<file path="config.mk">
export PLATFORM = sky130hd
export DESIGN_NAME = wish_loop_recovery
export DESIGN_NICKNAME = d
export VERILOG_FILES = /design/src/rtl/wl_pkg.sv /design/src/rtl/wl_sat_cnt.sv /design/src/rtl/wl_mode_ctl.sv /design/src/rtl/wl_classify.sv /design/src/rtl/wish_loop_recovery.sv
export SDC_FILE = /design/constraint.sdc
export NUM_CORES = 1
export LEC_CHECK = 0
export BUFFER_PORTS_ARGS = -buffer_cell sky130_fd_sc_hd__buf_2
export CAP_MARGIN = 20
export CORE_ASPECT_RATIO = 0.7
export CORE_MARGIN = 3
export CORE_UTILIZATION = 55
export DETAILED_ROUTE_END_ITERATION = 10
export PLACE_DENSITY = 0.79
export SYNTH_ARGS = -nofsm -noshare
export SYNTH_HDL_FRONTEND = slang
export SYNTH_HIERARCHICAL = 1
export SYNTH_SLANG_ARGS = --single-unit
</file>
<file path="constraint.sdc">
create_clock -name clk_i -period 4.7 [get_ports clk_i]
set_clock_uncertainty 0.2 [all_clocks]
set_input_delay 0.47 -clock clk_i [delete_from_list [all_inputs] [get_ports clk_i]]
set_output_delay 0.47 -clock clk_i [all_outputs]
set_load 0.05 [all_outputs]
</file>
<file path="src/rtl/wl_pkg.sv">
package wl_pkg;
  typedef enum logic [1:0] {
    MODE_IDLE = 2'd0,
    MODE_HI   = 2'd1,
    MODE_LO   = 2'd2
  } wl_mode_e;

  typedef enum logic [1:0] {
    ACT_NONE     = 2'd0,
    ACT_REFETCH  = 2'd1,
    ACT_DRAIN    = 2'd2,
    ACT_REDIRECT = 2'd3
  } wl_act_e;
endpackage

</file>
<file path="src/rtl/wl_sat_cnt.sv">
module wl_sat_cnt #(
  parameter int W = 8
) (
  input  logic         clk_i,
  input  logic         rst_ni,
  input  logic         clr_i,
  input  logic         inc_i,
  output logic [W-1:0] cnt_o
);
  localparam logic [W-1:0] MAX = {W{1'b1}};

  logic [W-1:0] cnt_q;

  always_ff @(posedge clk_i or negedge rst_ni) begin
    if (!rst_ni)                   cnt_q <= '0;
    else if (clr_i)                cnt_q <= '0;
    else if (inc_i && cnt_q != MAX) cnt_q <= cnt_q + 1'b1;
  end

  assign cnt_o = cnt_q;

  assert_cnt_sat_R11: assert property (@(posedge clk_i) disable iff (!rst_ni)
    (cnt_q == MAX && inc_i && !clr_i) |=> cnt_q == MAX);
  assert_cnt_step_R11: assert property (@(posedge clk_i) disable iff (!rst_ni)
    (!clr_i && !inc_i) |=> $stable(cnt_q));
endmodule

</file>
<file path="src/rtl/wl_mode_ctl.sv">
module wl_mode_ctl
  import wl_pkg::*;
(
  input  logic     clk_i,
  input  logic     rst_ni,
  input  logic     fetch_vld_i,
  input  logic     fetch_taken_i,
  input  logic     fetch_hi_conf_i,
  input  logic     exit_fetched_i,
  input  logic     loop_end_i,
  output wl_mode_e mode_o,
  output logic     pred_exit_o,
  output logic     exit_seen_o,
  output logic     fetch_acc_o,
  output logic     spec_en_o
);
  wl_mode_e mode_q, mode_d;
  logic     pred_exit_q, exit_seen_q;
  logic     eff_hi;

  // fetches after a predicted exit, or racing a loop end, are not part of this loop
  assign fetch_acc_o = fetch_vld_i && !pred_exit_q && !loop_end_i;
  assign eff_hi      = (mode_q == MODE_IDLE) ? fetch_hi_conf_i : (mode_q == MODE_HI);
  assign spec_en_o   = fetch_acc_o && fetch_taken_i && eff_hi;

  always_comb begin
    mode_d = mode_q;
    if (loop_end_i)
      mode_d = MODE_IDLE;
    else if (mode_q == MODE_IDLE && fetch_acc_o)
      mode_d = fetch_hi_conf_i ? MODE_HI : MODE_LO;
  end

  always_ff @(posedge clk_i or negedge rst_ni) begin
    if (!rst_ni) begin
      mode_q      <= MODE_IDLE;
      pred_exit_q <= 1'b0;
      exit_seen_q <= 1'b0;
    end else begin
      mode_q <= mode_d;
      if (loop_end_i) begin
        pred_exit_q <= 1'b0;
        exit_seen_q <= 1'b0;
      end else begin
        if (fetch_acc_o && !fetch_taken_i) pred_exit_q <= 1'b1;
        if (exit_fetched_i && mode_q != MODE_IDLE) exit_seen_q <= 1'b1;
      end
    end
  end

  assign mode_o      = mode_q;
  assign pred_exit_o = pred_exit_q;
  assign exit_seen_o = exit_seen_q | exit_fetched_i;

  assert_mode_pick_R2: assert property (@(posedge clk_i) disable iff (!rst_ni)
    (mode_q == MODE_IDLE && fetch_acc_o) |=> mode_q != MODE_IDLE);
  assert_lo_sticky_R3: assert property (@(posedge clk_i) disable iff (!rst_ni)
    (mode_q == MODE_LO && !loop_end_i) |=> mode_q == MODE_LO);
  assert_hi_sticky_R3: assert property (@(posedge clk_i) disable iff (!rst_ni)
    (mode_q == MODE_HI && !loop_end_i) |=> mode_q == MODE_HI);
  assert_no_spec_lo_R4: assert property (@(posedge clk_i) disable iff (!rst_ni)
    (mode_q == MODE_LO) |-> !spec_en_o);
endmodule

</file>
<file path="src/rtl/wl_classify.sv">
module wl_classify
  import wl_pkg::*;
#(
  parameter int W = 8
) (
  input  wl_mode_e     mode_i,
  input  logic         res_vld_i,
  input  logic         res_taken_i,
  input  logic [W-1:0] fetch_cnt_i,
  input  logic [W-1:0] res_cnt_i,
  input  logic         pred_exit_i,
  input  logic         exit_seen_i,
  output logic         loop_end_o,
  output logic         res_step_o,
  output wl_act_e      act_o,
  output logic [W-1:0] extra_o
);
  localparam logic [W-1:0] MAX = {W{1'b1}};

  logic [W-1:0] r_next;
  logic         active, pred_not_taken;

  assign active         = res_vld_i && (mode_i != MODE_IDLE);
  assign r_next         = (res_cnt_i == MAX) ? MAX : res_cnt_i + 1'b1;
  // only the final fetched iteration can carry a not-taken prediction
  assign pred_not_taken = pred_exit_i && (r_next == fetch_cnt_i);

  always_comb begin
    loop_end_o = 1'b0;
    act_o      = ACT_NONE;
    extra_o    = '0;
    if (active) begin
      if (res_taken_i) begin
        if (pred_not_taken) begin
          loop_end_o = 1'b1;
          act_o      = ACT_REFETCH;
        end
      end else begin
        loop_end_o = 1'b1;
        if (!pred_not_taken) begin
          extra_o = (fetch_cnt_i > r_next) ? fetch_cnt_i - r_next : '0;
          if (mode_i == MODE_LO && exit_seen_i) act_o = ACT_DRAIN;
          else                                  act_o = ACT_REDIRECT;
        end
      end
    end
  end

  assign res_step_o = active && !loop_end_o;
endmodule

</file>
<file path="src/rtl/wish_loop_recovery.sv">
module wish_loop_recovery
  import wl_pkg::*;
#(
  parameter int CNT_W = 8
) (
  input  logic             clk_i,
  input  logic             rst_ni,
  input  logic             fetch_vld_i,
  input  logic             fetch_taken_i,
  input  logic             fetch_hi_conf_i,
  input  logic             exit_fetched_i,
  input  logic             res_vld_i,
  input  logic             res_taken_i,
  output logic [1:0]       mode_o,
  output logic             spec_en_o,
  output logic             act_vld_o,
  output logic [1:0]       act_o,
  output logic [CNT_W-1:0] act_extra_o
);
  wl_mode_e         mode;
  logic             pred_exit, exit_seen, fetch_acc, loop_end, res_step;
  logic [CNT_W-1:0] fetch_cnt, res_cnt, extra_d;
  wl_act_e          act_d;

  logic             act_vld_q;
  wl_act_e          act_q;
  logic [CNT_W-1:0] extra_q;

  wl_mode_ctl u_mode (
    .clk_i          (clk_i),
    .rst_ni         (rst_ni),
    .fetch_vld_i    (fetch_vld_i),
    .fetch_taken_i  (fetch_taken_i),
    .fetch_hi_conf_i(fetch_hi_conf_i),
    .exit_fetched_i (exit_fetched_i),
    .loop_end_i     (loop_end),
    .mode_o         (mode),
    .pred_exit_o    (pred_exit),
    .exit_seen_o    (exit_seen),
    .fetch_acc_o    (fetch_acc),
    .spec_en_o      (spec_en_o)
  );

  wl_sat_cnt #(.W(CNT_W)) u_fetch_cnt (
    .clk_i (clk_i),
    .rst_ni(rst_ni),
    .clr_i (loop_end),
    .inc_i (fetch_acc),
    .cnt_o (fetch_cnt)
  );

  wl_sat_cnt #(.W(CNT_W)) u_res_cnt (
    .clk_i (clk_i),
    .rst_ni(rst_ni),
    .clr_i (loop_end),
    .inc_i (res_step),
    .cnt_o (res_cnt)
  );

  wl_classify #(.W(CNT_W)) u_cls (
    .mode_i     (mode),
    .res_vld_i  (res_vld_i),
    .res_taken_i(res_taken_i),
    .fetch_cnt_i(fetch_cnt),
    .res_cnt_i  (res_cnt),
    .pred_exit_i(pred_exit),
    .exit_seen_i(exit_seen),
    .loop_end_o (loop_end),
    .res_step_o (res_step),
    .act_o      (act_d),
    .extra_o    (extra_d)
  );

  always_ff @(posedge clk_i or negedge rst_ni) begin
    if (!rst_ni) begin
      act_vld_q <= 1'b0;
      act_q     <= ACT_NONE;
      extra_q   <= '0;
    end else begin
      act_vld_q <= loop_end && (act_d != ACT_NONE);
      act_q     <= loop_end ? act_d : ACT_NONE;
      extra_q   <= loop_end ? extra_d : '0;
    end
  end

  assign mode_o      = mode;
  assign act_vld_o   = act_vld_q;
  assign act_o       = act_q;
  assign act_extra_o = extra_q;

  assert_act_pulse_R10: assert property (@(posedge clk_i) disable iff (!rst_ni)
    act_vld_q |=> !act_vld_q);
  assert_idle_on_act_R10: assert property (@(posedge clk_i) disable iff (!rst_ni)
    act_vld_q |-> mode == MODE_IDLE);
  assert_drain_low_R7: assert property (@(posedge clk_i) disable iff (!rst_ni)
    (act_vld_q && act_q == ACT_DRAIN) |-> $past(mode) == MODE_LO);
  assert_idle_res_R10: assert property (@(posedge clk_i) disable iff (!rst_ni)
    (mode == MODE_IDLE && res_vld_i) |=> !act_vld_q);
  assert_reset_R1: assert property (@(posedge clk_i)
    !rst_ni |-> (!act_vld_q && mode == MODE_IDLE));
endmodule

</file>
**Word level (Yosys, flattened, before mapping)**

Index checks and enable logic that the tools add are counted.

- Add/sub/neg operators: 3
- Order comparisons: 1
- Equality and inequality tests: 6
- Muxes and demuxes: 27
- Bitwise operators: 1
- Reduce and logical (&&, ||, !) cells: 25

Operators with widths:

| kind | number |
|---|---|
| two-way mux 8 bit | 10 |
| adder 8 x 1 -> 8 bit, second input constant | 2 |
| inequality test 8 bit, second input constant | 2 |
| logical AND 1 bit | 14 |
| two-way mux 2 bit | 7 |
| nonzero test 2 bit | 7 |
| two-way mux 1 bit | 10 |
| == test 8 bit | 1 |
| == test 8 bit, second input constant | 1 |
| greater-than comparator 8 bit | 1 |
| subtractor 8 bit | 1 |
| zero test 1 bit | 3 |
| == test 2 x 1 -> 1 bit, second input constant | 1 |
| == test 2 bit, second input constant | 1 |
| zero test 2 bit | 1 |
| bitwise OR 1 bit | 1 |

- Register bits: 31
- Input bits: 8
- Output and inout bits: 14
- Word-level logic and storage cells: 71

**Depth between registers and ports, before layout**

- Depth in word-level cells: 12
- Gate-level depth with buffers: 16
- Mapped depth without buffers: 15

**By module**

Netlist, hierarchy kept.

Modules (own cells, without submodules):

| module | times used | cells each | area an instance (um2) | sequential area each (um2) |
|---|---|---|---|---|
| wl_sat_cnt | 2 | 49 | 464.2 | 200.2 |
| wl_classify | 1 | 94 | 626.9 | 0.0 |
| wish_loop_recovery | 1 | 23 | 356.6 | 275.3 |
| wl_mode_ctl | 1 | 19 | 192.7 | 100.1 |

**Worst setup path before layout**

OpenSTA, ideal clock, no wires.

- Kind: flip-flop to output port
- Start: register u_res_cnt.cnt_q[0], in the netlist u_res_cnt/cnt_o[0]
- End: output port spec_en_o
- Arrival time: 2,820 ps
- Required time: 4,030 ps
- Setup slack: 1,210 ps
- Cell stages (with the launch flop): 13
- Path buffers: 0
- Path through: dfrtp_1 ha_1 and3_1 nand2_1 nor2_1 nor2b_1 ha_1 nand4_1 nor2_1 nand2_1 a21oi_1 nor3b_1 o2111a_1

- Cells in the longest elaborated chain, start to end: 11
- Elaborated cells between the ends (all ways): 12
- Those cells by class: add/sub: 1; eq/ne: 2; mux: 4; reduce/logical: 5

RTL lines:

| item | line | text |
|---|---|---|
| from (decl) | wl_sat_cnt.sv:12 | `logic [W-1:0] cnt_q;` |
| from (signal assigned) | wl_sat_cnt.sv:17 | `else if (inc_i && cnt_q != MAX) cnt_q <= cnt_q + 1'b1;` |
| adder 8 x 1 -> 8 bit / == test 8 bit (equally long branches) | wl_classify.sv:24 | `assign r_next = (res_cnt_i == MAX) ? MAX : res_cnt_i + 1'b1;` |
| two-way mux 8 bit (*) | wl_classify.sv:24 |  |
| == test 8 bit (*) | wl_classify.sv:26 | `assign pred_not_taken = pred_exit_i && (r_next == fetch_cnt_i);` |
| logical AND 1 bit (*) | wl_classify.sv:26 |  |
| two-way mux 1 bit (*) | wl_classify.sv:34 | `if (pred_not_taken) begin` |
| two-way mux 1 bit (*) | wl_classify.sv:33 | `if (res_taken_i) begin` |
| two-way mux 1 bit (*) | wl_classify.sv:32 | `if (active) begin` |
| named net loop_end | wish_loop_recovery.sv:21 | `logic pred_exit, exit_seen, fetch_acc, loop_end, res_step;` |
| zero test 1 bit (*) | wl_mode_ctl.sv:22 | `assign fetch_acc_o = fetch_vld_i && !pred_exit_q && !loop_end_i;` |
| logical AND 1 bit (*) | wl_mode_ctl.sv:22 |  |
| named net fetch_acc | wish_loop_recovery.sv:21 |  |
| logical AND 1 bit (*) (2 in a row) | wl_mode_ctl.sv:24 | `assign spec_en_o = fetch_acc_o && fetch_taken_i && eff_hi;` |
| to (decl) | wish_loop_recovery.sv:15 | `output logic spec_en_o,` |

Mark *: on every way through the listed nets, which the timed path passes. The rest lies on a longest branch.

**Final worst setup path**

Same ends and word-level chain as after synthesis.

==> metrics.cfg <==
[synthesis]
netlist_area_um2=2100
syn-num-nets=254
synthCells=234
postSynth.asyncResetShare_pct=100
synth_area_leader_cell=dfrtp_1
synthTopCellsByCount=dfrtp_1, a21oi_1, inv_1, nor2_1, nor3_1
synth_cell_type_count=48
ys_ff_latch=31
synth_edf_count=0
synth-seq-area-share_pct=36.9
synth_top_area_share_pct=36.9
yosysMostFrequentCell=dfrtp_1
ys_warn_count=6
syn_area_per_cell_um2=8.99
synth_area_leaders=dfrtp_1, ha_1, a21oi_1
ys.flop_type=dfrtp_1

[route]
routedWlPerCell_um=14.5
avgViaCountPerCell=5.83
drc_errors=0
drt_iter0_drc=130
vias=1795
dr.pass1.iters=4
routed_wl_mm=4.48
drt.antenna.violating_nets=0

[worst_setup_path]
cp_cell_sequence=ha_1 > and3_1 > nand2_1 > nor2_1 > or2_2 > inv_1 > ha_1 > nand4_1 > nor2_1 > nand2_1 > a21oi_2 > nor3b_1 > buf_4 > o2111a_1 > buf_2
start_kind=flop
endpoint=spec_en_o
cp.required_ps=4030
critPathBufInv=3
cp.depth=15
cpPeakStageDelay_ps=460
critical_path_class=reg -> out
r2r_end=u_res_cnt/cnt_o[5]
cp_max_fo=10
worstPathArrival_ps=3260
r2r_slack_ps=1010
slowest_stage=dfrtp_1
r2r_cells=15
path_delay_family=simple AND/OR/NAND/NOR gates
r2r-start=u_res_cnt/cnt_o[0]
critPathCaptureType=primary output
critical_path.startpoint=u_res_cnt/cnt_o[0]

[pwr]
seqPwrFrac_pct=32.2
power_frac_clock_pct=16.0
p_sw_share_pct=44.0
switching_power_w=0.000511
pwr_density_cell_nw_per_um2=498
peakVddDrop_mv=0.326
p_int_w=0.000652
leakage_nw=1.09
comb_power_share_pct=51.8
power_w=0.00116

[timing]
rsz0062_at_grt=false
finalCriticalPeriod_ps=3930
max_freq_mhz=255
finalSetupTns_ps=0
period_share_pct=83.5
hold_viol=0
setup_viol=0
relSlewSlack_pct=54.8
worst_pin_slew_ps=678
slew_violations=0

[floorplanning]
chipWidth_um=79.9
start_util_pct=58.4
rows=18
fp.coreArea_um2=3600
die_y_um=57.8
ioPinCount=22
dieArea_um2=4620

[cells_and_area]
nFillCells=303
drive_gt1_share_pct=17.8
nNetsFinal=279
antenna_cells=0
syn_to_final_growth_pct=10.9

[clock_network]
numCtsBuffers=5
post_cts_resized=0
clkTransAtPathRegs_ps=60
cts_max_level=2
postCtsSetupBuffers=0
postCtsHoldBufs=0
clock_sinks=31
cts_tree=done
clock_path_buffers=2
insertion_delay_ps=280
cts-root-buf=clkbuf_8

[global_routing]
grt_pass1_wl_mm=7.45
antenna_found_initial=0
grt_pass1_vias=1610
grt_max_degree=38
overflow=0
grt_usage_pct=20.6

[placed_design]
io_buffers=21
post-dp-hpwl_mm=3.19
gp_congestion=0.825

[worst_hold_path]
hp-class=in -> async

[job]
maxCapViolations=0

[run_status]
outcome=finished clean

[logic make-up (layout without fill, tap and decap cells)]
| logic type | Yosys count | after routing | synth area share, % |
|---|---|---|---|
| AO/OA/AOI/OAI | 52 | 52 | 16.1 |
| XOR/XNOR | 2 | 2 | 0.832 |
| adder cells (fa/ha/maj) | 12 | 12 | 7.49 |
| buffers and inverters | 20 | 44 | 4.04 |
| flip-flops | 31 | 31 | 36.9 |
| multiplexers | 9 | 9 | 4.52 |
| AND/OR/NAND/NOR | 108 | 108 | 30.2 |
[registers in the layout, summed over array words and instances, names as in the netlist]
| register | cells |
|---|---|
| act_o | 2 |
| act_vld_o | 1 |
| u_res_cnt/cnt_o | 8 |
| act_extra_o | 8 |
| u_mode/pred_exit_o | 1 |
| u_fetch_cnt/cnt_o | 8 |
| u_mode/mode_o | 2 |
| u_mode/exit_seen_q | 1 |
[layout make-up]
cell class | instances | area (um^2) | share of cell area, %
Multi-Input combinational cell | 183 | 1250 | 53.4
Inverter | 15 | 56.3 | 2.41
Clock buffer | 6 | 72.6 | 3.11
Tap cell | 50 | 62.6 | 2.68
Timing Repair Buffer | 23 | 120 | 5.14
Sequential cell | 31 | 776 | 33.2
[worst min path at each step]
stage                             from  slack (ps)  cells after the start                 end
floorplan                       rst_ni         -30                      0      act_extra_o[0]
global placement    u_mode/exit_seen_q         300                      2  u_mode/exit_seen_q
detailed placement  u_mode/exit_seen_q         320                      2  u_mode/exit_seen_q
CTS                             rst_ni          50                      1  u_res_cnt/cnt_o[2]
global route                    rst_ni          70                      1      act_extra_o[6]
finish                          rst_ni          30                      1  u_res_cnt/cnt_o[2]
[metal layers]
layer / wire length (um) / global-route usage [%]
met5: 0 / 0
met4: 44 / 6.75
met3: 210 / 5.12
met2: 1950 / 30.0
met1: 2270 / 30.2
[cells in the final DEF (no fill, tap or decap), types with 3 or more instances in the layout]
cell / instances
dfrtp_1: 31
buf_2: 21
a21oi_1: 18
inv_1: 15
nor2_1: 15
nor3_1: 15
nand2_1: 11
ha_1: 11
and2_1: 10
nand2b_1: 10
o21ai_0: 9
nand3_1: 8
nor2b_1: 8
clkbuf_8: 5
nand4_1: 5
mux2i_1: 5
mux2_2: 4
o21a_1: 3
and3_1: 3
or2_2: 3
a31oi_1: 3
and4_1: 3
a211oi_1: 3
nor3b_1: 3
[power by group through the flow]
stage               clock (W)  combinational, W  sequential, W
finish               0.000186          0.000603       0.000374
global route         0.000202          0.000666       0.000384
CTS                  0.000191          0.000596       0.000372
detailed placement          0          0.000588       0.000377
global placement            0          0.000579       0.000372
floorplan                   0          0.000429       0.000405
[metrics by stage]
| step | hold WS (ps) | instance area, um^2 | instances | utilization (%) | setup slack [ps] |
|---|---|---|---|---|---|
| 6_report | 30.7 | 2330 | 308 | 64.8 | 775 |
| 5_1_grt | 68.9 | 2330 | 308 | 64.8 | 543 |
| 4_1_cts | 54.1 | 2330 | 308 | 64.8 | 800 |
| 3_5_place_dp | 315 | 2260 | 302 | 62.8 | 1080 |
| 3_3_place_gp | 300 | 2260 | 302 | 62.8 | 1230 |
| 2_1_floorplan | -25.6 | 2100 | 234 | - | 1210 |
Note: power is estimated with default switching activity, not from simulation.
